$ cat config.mk
export PLATFORM = sky130hd
export DESIGN_NAME = rank_pdwn_ctrl
export DESIGN_NICKNAME = d
export VERILOG_FILES = /design/src/rtl/pdwn_pkg.sv /design/src/rtl/pdwn_cfg.sv /design/src/rtl/pdwn_rank.sv /design/src/rtl/rank_pdwn_ctrl.sv
export SDC_FILE = /design/constraint.sdc
export NUM_CORES = 1
export LEC_CHECK = 0
export BUFFER_PORTS_ARGS = -buffer_cell sky130_fd_sc_hd__clkbuf_2
export CAP_MARGIN = 30
export CORE_AREA = 4 4 113 115
export DETAILED_ROUTE_END_ITERATION = 8
export DIE_AREA = 0 0 117 119
export SYNTH_ARGS = -nofsm -noshare
export SYNTH_HDL_FRONTEND = slang
export SYNTH_SLANG_ARGS = --single-unit
$ cat constraint.sdc
create_clock -name clk_i -period 3.9 [get_ports clk_i]
set_input_delay 0.195 -clock clk_i [delete_from_list [all_inputs] [get_ports clk_i]]
set_output_delay 0.195 -clock clk_i [all_outputs]
set_load 0.1 [all_outputs]
$ cat src/rtl/pdwn_pkg.sv
package pdwn_pkg;
  typedef enum logic [1:0] {
    PD_NONE   = 2'd0,
    PD_ACTIVE = 2'd1,
    PD_PRECH  = 2'd2,
    PD_DLL    = 2'd3
  } pd_type_e;

  localparam logic [3:0] MODE_OFF     = 4'h0;
  localparam logic [3:0] MODE_APD     = 4'h1;
  localparam logic [3:0] MODE_PPD     = 4'h2;
  localparam logic [3:0] MODE_APD_PPD = 4'h3;
  localparam logic [3:0] MODE_DLL     = 4'h6;
  localparam logic [3:0] MODE_APD_DLL = 4'h7;

  // 1 for codes that enable a power-down flavour
  function automatic logic mode_active(input logic [3:0] m);
    return (m == MODE_APD) || (m == MODE_PPD) || (m == MODE_APD_PPD) ||
           (m == MODE_DLL) || (m == MODE_APD_DLL);
  endfunction

  function automatic logic mode_reserved(input logic [3:0] m);
    return (m != MODE_OFF) && !mode_active(m);
  endfunction

  function automatic pd_type_e entry_type(input logic [3:0] m, input logic open);
    pd_type_e t;
    case (m)
      MODE_APD:     t = PD_ACTIVE;
      MODE_PPD:     t = PD_PRECH;
      MODE_APD_PPD: t = open ? PD_ACTIVE : PD_PRECH;
      MODE_DLL:     t = PD_DLL;
      MODE_APD_DLL: t = open ? PD_ACTIVE : PD_DLL;
      default:      t = PD_NONE;
    endcase
    return t;
  endfunction
endpackage

$ cat src/rtl/pdwn_cfg.sv
module pdwn_cfg
  import pdwn_pkg::*;
#(
  parameter int IDLE_W = 8
) (
  input  logic              clk_i,
  input  logic              rst_ni,
  input  logic              we_i,
  input  logic              global_i,
  input  logic [3:0]        mode_i,
  input  logic [IDLE_W-1:0] idle_i,
  input  logic              all_awake_i,
  output logic              apply_o,
  output logic              global_o,
  output logic [3:0]        mode_o,
  output logic [IDLE_W-1:0] idle_o,
  output logic              pd_en_o,
  output logic              err_o
);
  logic              pend_v_q, pend_glob_q, glob_q, err_q;
  logic [3:0]        pend_mode_q, mode_q;
  logic [IDLE_W-1:0] pend_idle_q, idle_q;

  assign apply_o = pend_v_q && all_awake_i;

  always_ff @(posedge clk_i or negedge rst_ni) begin
    if (!rst_ni) begin
      pend_v_q    <= 1'b0;
      pend_glob_q <= 1'b0;
      pend_mode_q <= MODE_OFF;
      pend_idle_q <= '0;
    end else if (we_i) begin
      pend_v_q    <= 1'b1;
      pend_glob_q <= global_i;
      pend_mode_q <= mode_i;
      pend_idle_q <= idle_i;
    end else if (apply_o) begin
      pend_v_q <= 1'b0;
    end
  end

  always_ff @(posedge clk_i or negedge rst_ni) begin
    if (!rst_ni) begin
      glob_q <= 1'b0;
      mode_q <= MODE_OFF;
      idle_q <= '0;
      err_q  <= 1'b0;
    end else if (apply_o) begin
      glob_q <= pend_glob_q;
      mode_q <= pend_mode_q;
      idle_q <= pend_idle_q;
      if (mode_reserved(pend_mode_q)) err_q <= 1'b1;
    end
  end

  assign global_o = glob_q;
  assign mode_o   = mode_q;
  assign idle_o   = idle_q;
  assign pd_en_o  = mode_active(mode_q) && (idle_q != '0);
  assign err_o    = err_q;

  p_hold_cfg_r9: assert property (@(posedge clk_i) disable iff (!rst_ni)
    !all_awake_i |=> ($stable(mode_q) && $stable(idle_q) && $stable(glob_q)));

  p_err_sticky_r8: assert property (@(posedge clk_i) disable iff (!rst_ni)
    err_q |=> err_q);
endmodule

$ cat src/rtl/pdwn_rank.sv
module pdwn_rank
  import pdwn_pkg::*;
#(
  parameter int IDLE_W = 8
) (
  input  logic              clk_i,
  input  logic              rst_ni,
  input  logic              clr_i,
  input  logic              pd_en_i,
  input  logic [IDLE_W-1:0] idle_i,
  input  logic [3:0]        mode_i,
  input  logic              page_open_i,
  output logic              cke_o,
  output pd_type_e          type_o
);
  logic [IDLE_W-1:0] cnt_q;
  pd_type_e          type_q;
  logic              enter;

  assign enter = !clr_i && pd_en_i && (type_q == PD_NONE) &&
                 (cnt_q == idle_i - IDLE_W'(1));

  always_ff @(posedge clk_i or negedge rst_ni) begin
    if (!rst_ni)                         cnt_q <= '0;
    else if (clr_i)                      cnt_q <= '0;
    else if (pd_en_i && cnt_q < idle_i)  cnt_q <= cnt_q + IDLE_W'(1);
  end

  always_ff @(posedge clk_i or negedge rst_ni) begin
    if (!rst_ni)     type_q <= PD_NONE;
    else if (clr_i)  type_q <= PD_NONE;
    else if (enter)  type_q <= entry_type(mode_i, page_open_i);
  end

  assign cke_o  = (type_q == PD_NONE);
  assign type_o = type_q;

  p_wake_on_cmd_r3: assert property (@(posedge clk_i) disable iff (!rst_ni)
    clr_i |=> cke_o);

  p_disabled_no_entry_r5: assert property (@(posedge clk_i) disable iff (!rst_ni)
    (!pd_en_i && cke_o) |=> cke_o);

  p_entry_after_idle_r2: assert property (@(posedge clk_i) disable iff (!rst_ni)
    $fell(cke_o) |-> ($past(cnt_q) == $past(idle_i) - IDLE_W'(1)));
endmodule

$ cat src/rtl/rank_pdwn_ctrl.sv
module rank_pdwn_ctrl
  import pdwn_pkg::*;
#(
  parameter int NUM_RANKS = 4,
  parameter int IDLE_W    = 8
) (
  input  logic                   clk_i,
  input  logic                   rst_ni,
  input  logic [NUM_RANKS-1:0]   cmd_valid_i,
  input  logic [NUM_RANKS-1:0]   page_open_i,
  input  logic                   cfg_we_i,
  input  logic                   cfg_global_i,
  input  logic [3:0]             cfg_mode_i,
  input  logic [IDLE_W-1:0]      cfg_idle_i,
  output logic [NUM_RANKS-1:0]   cke_o,
  output logic [2*NUM_RANKS-1:0] pd_type_o,
  output logic                   wake_ready_o,
  output logic                   cfg_err_o
);
  logic              apply, glob, pd_en, any_cmd, any_open;
  logic [3:0]        mode;
  logic [IDLE_W-1:0] idle;

  assign any_cmd      = |cmd_valid_i;
  assign any_open     = |page_open_i;
  assign wake_ready_o = &cke_o;

  pdwn_cfg #(.IDLE_W(IDLE_W)) i_cfg (
    .clk_i       (clk_i),
    .rst_ni      (rst_ni),
    .we_i        (cfg_we_i),
    .global_i    (cfg_global_i),
    .mode_i      (cfg_mode_i),
    .idle_i      (cfg_idle_i),
    .all_awake_i (&cke_o),
    .apply_o     (apply),
    .global_o    (glob),
    .mode_o      (mode),
    .idle_o      (idle),
    .pd_en_o     (pd_en),
    .err_o       (cfg_err_o)
  );

  for (genvar r = 0; r < NUM_RANKS; r++) begin : g_rank
    pd_type_e rank_type;
    logic     clr, open;

    // global mode shares one decision: every rank sees the same clear
    assign clr  = apply || (glob ? any_cmd : cmd_valid_i[r]);
    assign open = glob ? any_open : page_open_i[r];

    pdwn_rank #(.IDLE_W(IDLE_W)) i_rank (
      .clk_i       (clk_i),
      .rst_ni      (rst_ni),
      .clr_i       (clr),
      .pd_en_i     (pd_en),
      .idle_i      (idle),
      .mode_i      (mode),
      .page_open_i (open),
      .cke_o       (cke_o[r]),
      .type_o      (rank_type)
    );
    assign pd_type_o[2*r +: 2] = rank_type;
  end

  p_global_lockstep_r4: assert property (@(posedge clk_i) disable iff (!rst_ni)
    glob |-> ((&cke_o) || !(|cke_o)));

  p_cmd_wakes_r3: assert property (@(posedge clk_i) disable iff (!rst_ni)
    (|cmd_valid_i) |=> (|cke_o));
endmodule

==> flow_summary.yaml, run 1 <==
clock_network:
  cts_setup_buffers: 0
  cts_buffers: 9
  clkTransAtPathRegs_ns: 0.06
  htree_num_levels: 3
  ctsRootBufferMaster: "clkbuf_16"
  clkLatencyLatePin_ns: 0.35
  clk_path_buf_depth: 2
  cts.sinks: 68
  cts_tree: "yes"
synthesis:
  synth_top_area_share_pct: 36.1
  syn_area_um2: 4710
  async_flop_share_pct: 100
  syn_avg_cell_area_um2: 9.63
  synth_top_family_by_area: "simple AND/OR/NAND/NOR gates"
  synth_edf_count: 0
  ys_warn_count: 0
  synth_xor_area_share_pct: 8.32
  synthAdderAreaFrac_pct: 10.1
  synthMuxAreaShare_pct: 6.80
  yosys.area_share.simple_pct: 19.4
  synthFlopType: "dfrtp_1"
  synth_common_cells: "dfrtp_1, nand2_1, ha_1, nor2_1, a21oi_1"
  synthesis.nets: 551
  synth_area_leaders: "dfrtp_1, ha_1, mux2_2"
  synth_compound_area_share_pct: 15.6
  yosysMostFrequentCell: "dfrtp_1"
  ys_seq_area_share_pct: 36.1
  synth_cells: 489
  synth.distinct_cells: 60
  ys_ff_latch: 68
  yosysTopAreaCell: "dfrtp_1"
floorplanning:
  start_util_pct: 39.9
  dieWidth_um: 117
  io_pins: 38
  core_um2: 11800
  die_area_um2: 13900
  die_y_um: 119
  num_rows: 40
route:
  drc: 0
  via_count: 3811
  ant_nets: 0
  vias_per_cell: 5.65
  drtIter0Drc: 179
  wl_per_cell_um: 17.5
  drt-total-wl_mm: 11.8
  drt_first_pass_iters: 4
timing:
  tns_ns: 0
  post-route-period-util_pct: 75.6
  period_minus_slack_ns: 2.95
  worst_pin_slew_ns: 0.888
  slew_viol_final: 0
  hold_viol: 0
  rsz0062_at_grt: "no"
  skew_ns: 0.0106
  max_freq_ghz: 0.339
  setup_viol: 0
  slew_headroom_pct: 40.8
global_routing:
  grt_max_degree: 43
  grt_antenna_before_repair: 0
  grtUsageTotal_pct: 18.3
  grt_pass1_vias: 3858
  grt_pass1_wl_mm: 19.7
  grt-ovfl-total: 0
power:
  ir_drop_v: 0.000345
  p_comb_share_pct: 22.2
  seqPwrFrac_pct: 39.9
  power.density_nw_per_um2: 376
  clkPwrFrac_pct: 37.9
  switchingPower_uw: 639
  power_leakage_uw: 0.00238
  switching_share_pct: 32.0
  p_int_uw: 1350
critical_path:
  crit_path_start: "i_cfg.idle_o[4]"
  cp.arrival_ns: 3.21
  cp-end-kind: "register"
  critPathMaxFanout: 13
  r2r_start: "i_cfg.idle_o[4]"
  start_kind: "register"
  timing_worst_setup_path_type: "reg -> reg"
  cp.required_ns: 4.17
cells_and_area:
  area_growth_pct: 12.6
  fin_nets: 585
  fin_area_um2: 5300
  drive_gt1_share_pct: 18.0
  antenna-diode-count: 0
placed_design:
  post_dp_cell_area_um2: 5000
  io_buffers: 37
  place_hpwl_mm: 8.90
  gp_congestion: 0.885
outcome:
  status: "finished clean"
flow_run:
  cap_violations: 0
min_path:
  min-delay-start: "cfg_mode_i[1]"
  hp-class: "in -> reg"
==> repair_timing <==
item                                   4_1_cts  5_1_grt
setup endpoints to repair                    0        0
hold buffers                                 0        1
endpoints found under the hold margin        0       16
resized for setup                            0        0
==> through the flow <==
| stage | hold WS (ns) | instances | util, % | setup slack [ns] | power, uW |
|---|---|---|---|---|---|
| 3_5_place_dp | 0.398 | 657 | 42.3 | 1.02 | 1240 |
| 5_1_grt | 0.0757 | 675 | 44.9 | 0.780 | 2110 |
| 2_1_floorplan | -0.101 | 489 | - | 1.35 | 1110 |
| 6_report | 0.0643 | 675 | 44.9 | 0.952 | 1990 |
| 3_3_place_gp | 0.384 | 657 | 42.3 | 1.11 | 1230 |
| 4_1_cts | 0.0230 | 673 | 44.7 | 0.996 | 2020 |
==> per-layer routing <==
metal | share of wire (%) | track usage, % | vias up
met5 | 0 | 0 | -
met4 | 2.3 | 5.88 | 0
met3 | 6.3 | 4.93 | 22
met2 | 47 | 28.5 | 96
met1 | 45 | 24.5 | 1845
li1 | - | - | 1848
==> kinds of logic after synthesis <==
group / Yosys count
and+or+nand+nor: 169
AOI/OAI and AO/OA: 107
DFF: 68
xor gates and xnor gates: 41
adders and majority gates: 38
buffers and inverters: 37
muxes: 29
==> cells in the final DEF (no fill, tap or decap), drive strengths merged, types with 4 or more instances in the layout <==
cell type / count
a21oi: 30
o31a: 4
mux2: 24
nor2b: 9
nor4: 7
nand3: 14
mux2i: 5
clkbuf: 45
inv: 19
a2111oi: 5
xnor2: 18
or4: 6
xor2: 22
nor2: 32
and2: 7
ha: 38
nor3: 4
nand4: 18
dfrtp: 68
o21ai: 26
o31ai: 7
or3: 12
clkinv: 4
a21o: 11
o211ai: 4
buf: 5
and3: 12
nand2: 40
==> power by group through the flow <==
stage / logic, uW / registers, uW / clock network (uW)
after floorplan: 340 / 775 / 0
after global placement: 427 / 805 / 0
after detailed placement: 437 / 807 / 0
after CTS: 440 / 794 / 782
after global routing: 491 / 801 / 814
final: 442 / 795 / 756
==> worst max-delay path, stage by stage, from the launching register on <==
cell and delay (ns):
dfrtp_1 0.65, inv_1 0.29, ha_1 0.27, a21o_1 0.15, a21o_1 0.18, a2111oi_2 0.54, nand2_1 0.25, or3_1 0.39
a21oi_1 0.15
==> layout make-up <==
cell class / count / area, um2
Tap cell: 147 / 184
Clock inverter: 7 / 51.3
Inverter: 18 / 67.6
Multi-Input combinational cell: 384 / 2840
Sequential cell: 68 / 1700
Clock buffer: 9 / 225
Timing Repair Buffer: 42 / 238
Fill cell: 1174 / 6510
==> sequential cells by signal (all words and copies together) (netlist names) <==
signal	cells
i_cfg.global_o	1
i_cfg.pend_mode_q	4
i_cfg.pend_v_q	1
i_cfg.pend_glob_q	1
i_cfg.pend_idle_q	8
i_cfg.err_o	1
g_rank.i_rank.type_o	8
i_cfg.mode_o	4
i_cfg.idle_o	8
g_rank.i_rank.cnt_q	32
==> path summary, 6_finish.rpt <==
kind / to / slack (ns) / cells after the start
min reg2reg: i_cfg.err_o / 0.48 / 1
max reg2reg: g_rank[3].i_rank.cnt_q[4] / 0.95 / 8
min: i_cfg.pend_mode_q[1] / 0.06 / 3
min in group asynchronous: g_rank[0].i_rank.cnt_q[1] / 0.32 / 2
max: g_rank[3].i_rank.cnt_q[4] / 0.95 / 8
max in group asynchronous: g_rank[1].i_rank.cnt_q[6] / 2.87 / 3
Power figures use the tool's default switching activity.
==> run 2: changes to the inputs <==
clock period = 2.9 ns   (was 3.9 ns; I/O delays follow)
==> run 2 against run 1 <==
Net effect:
- design area up 1.6%
- final cell count grew 1.2%
- sequential power is 32% higher
- register-to-register slack lost 0.73 ns
- sequential cell count is the same
- hold slack worse by 0.038 ns
- via count up 1.6%
- clock-buffer cell count unchanged
- critical endpoint is now g_rank[1].i_rank.type_o[1]
- die area unchanged
- clock skew about the same
- total power is 42% higher
==> flow_summary.yaml, run 2 (same netlist as run 1, synthesis figures left out) <==
power:
  switchingPower_uw: 886
  power_leakage_uw: 0.00243
  p_int_uw: 1940
  clkPwrFrac_pct: 40.5
  power.total_uw: 2830
  seqPwrFrac_pct: 37.1
  switching_share_pct: 31.3
  power.density_nw_per_um2: 525
  ir_drop_v: 0.000503
  p_comb_share_pct: 22.4
route:
  ant_nets: 0
  drt-total-wl_mm: 12.1
  wl_per_cell_um: 17.7
  via_count: 3872
  drc: 0
  vias_per_cell: 5.67
  drt_first_pass_iters: 5
  drtIter0Drc: 258
cells_and_area:
  multiInputGateArea_um2: 2840
  fin_nets: 593
  largest_reg_flops: 32
  antenna-diode-count: 0
  layout_commonest_cell: "dfrtp_1"
  area_growth_pct: 14.4
  largest-register: "g_rank.i_rank.cnt_q"
  final_cells: 683
  drive_gt1_share_pct: 19.0
  layout_common_cells: "dfrtp_1, nand2_1, ha_1, clkbuf_2, nor2_1"
  regArea_um2: 1700
  fillers: 1170
placed_design:
  place_hpwl_mm: 9.32
  dp_cells: 665
  io_buffers: 37
  gp_congestion: 0.833
critical_path:
  cp.required_ns: 3.18
  critPathMaxFanout: 9
  cp.arrival_ns: 2.96
  cp-end-kind: "register"
  timing_worst_setup_path_type: "reg -> reg"
  start_kind: "register"
timing:
  slew_viol_final: 0
  slew_headroom_pct: 35.7
  tns_ns: 0
  post-route-period-util_pct: 92.3
  skew_ns: 0.0104
  rsz0062_at_grt: "no"
  worst_pin_slew_ns: 0.965
  max_freq_ghz: 0.374
  setup_viol: 0
  hold_viol: 0
  period_minus_slack_ns: 2.68
flow_run:
  cap_violations: 0
clock_network:
  cts_setup_buffers: 0
  cts_tree: "yes"
  cts_buffers: 9
  clk_path_buf_depth: 2
  htree_num_levels: 3
  ctsRootBufferMaster: "clkbuf_16"
  clkTransAtPathRegs_ns: 0.06
  clkLatencyLatePin_ns: 0.35
  cts.sinks: 68
min_path:
  hp-class: "in -> reg"
floorplanning:
  io_pins: 38
  start_util_pct: 39.9
  die_y_um: 119
  num_rows: 40
  die_area_um2: 13900
  core_um2: 11800
  dieWidth_um: 117
global_routing:
  grt-ovfl-total: 0
  grt_pass1_vias: 3829
  grt_max_degree: 34
  grt_antenna_before_repair: 0
  grtUsageTotal_pct: 18.6
  grt_pass1_wl_mm: 19.9
outcome:
  status: "finished clean"
run 2: repair_timing:
item                                    in CTS  in global routing
endpoints found under the setup margin       0                  0
hold buffers                                 2                  0
gates resized for setup                      0                  0
endpoints found under the hold margin       32                  0
run 2: worst paths after layout:
path	start	cells past startpoint	slack, ns	end
worst min-delay path	cfg_idle_i[2]	2	0.03	i_cfg.pend_idle_q[2]
worst min register to register	i_cfg.err_o	1	0.48	i_cfg.err_o
max in group asynchronous	rst_ni	3	1.76	g_rank[3].i_rank.type_o[0]
min in group asynchronous	rst_ni	2	0.40	g_rank[0].i_rank.cnt_q[6]
worst max register to register	i_cfg.idle_o[1]	8	0.22	g_rank[1].i_rank.type_o[1]
worst max-delay path	i_cfg.idle_o[1]	8	0.22	g_rank[1].i_rank.type_o[1]
run 2: power by group through the flow:
stage	Sequential, uW	Clock [uW]	Combinational [uW]
after floorplan	1040	0	457
after detailed placement	1070	0	628
after CTS	1050	1180	633
final	1050	1150	632
after global routing	1060	1220	697
after global placement	1060	0	619
run 2: layer usage:
layer | wire, um | vias up | track usage, %
met5 | 0 | - | 0
met4 | 269 | 0 | 6.38
met3 | 711 | 25 | 4.52
met2 | 5750 | 113 | 29.7
met1 | 5390 | 1872 | 24.5
li1 | - | 1862 | -
run 2: cell type report:
cell class                      count  area share, %
Multi-Input combinational cell    384           52.7
Sequential cell                    68           31.6
Timing Repair Buffer               50           5.34
Clock buffer                        9           4.18
Tap cell                          147           3.41
Clock inverter                      7           1.56
Inverter                           18           1.25
run 2: worst max-delay path, cell delays in order, from the launching register on:
cell      delay, ns
dfrtp_1        0.39
inv_1          0.29
ha_1           0.39
or3b_2         0.53
a21boi_0       0.18
o21bai_1       0.13
nand4_1        0.11
or4_4          0.46
o21ai_2        0.14
run 2: per-stage QoR:
stage / setup WS (ns) / util, % / hold WS [ns] / area (um2)
after floorplan: 0.349 / - / -0.151 / 4710
after global placement: 0.337 / 42.8 / 0.258 / 5060
after detailed placement: 0.247 / 42.8 / 0.264 / 5060
after CTS: 0.237 / 45.6 / 0.0120 / 5390
after global routing: 0.0604 / 45.6 / 0.0227 / 5390
final: 0.224 / 45.6 / 0.0265 / 5390
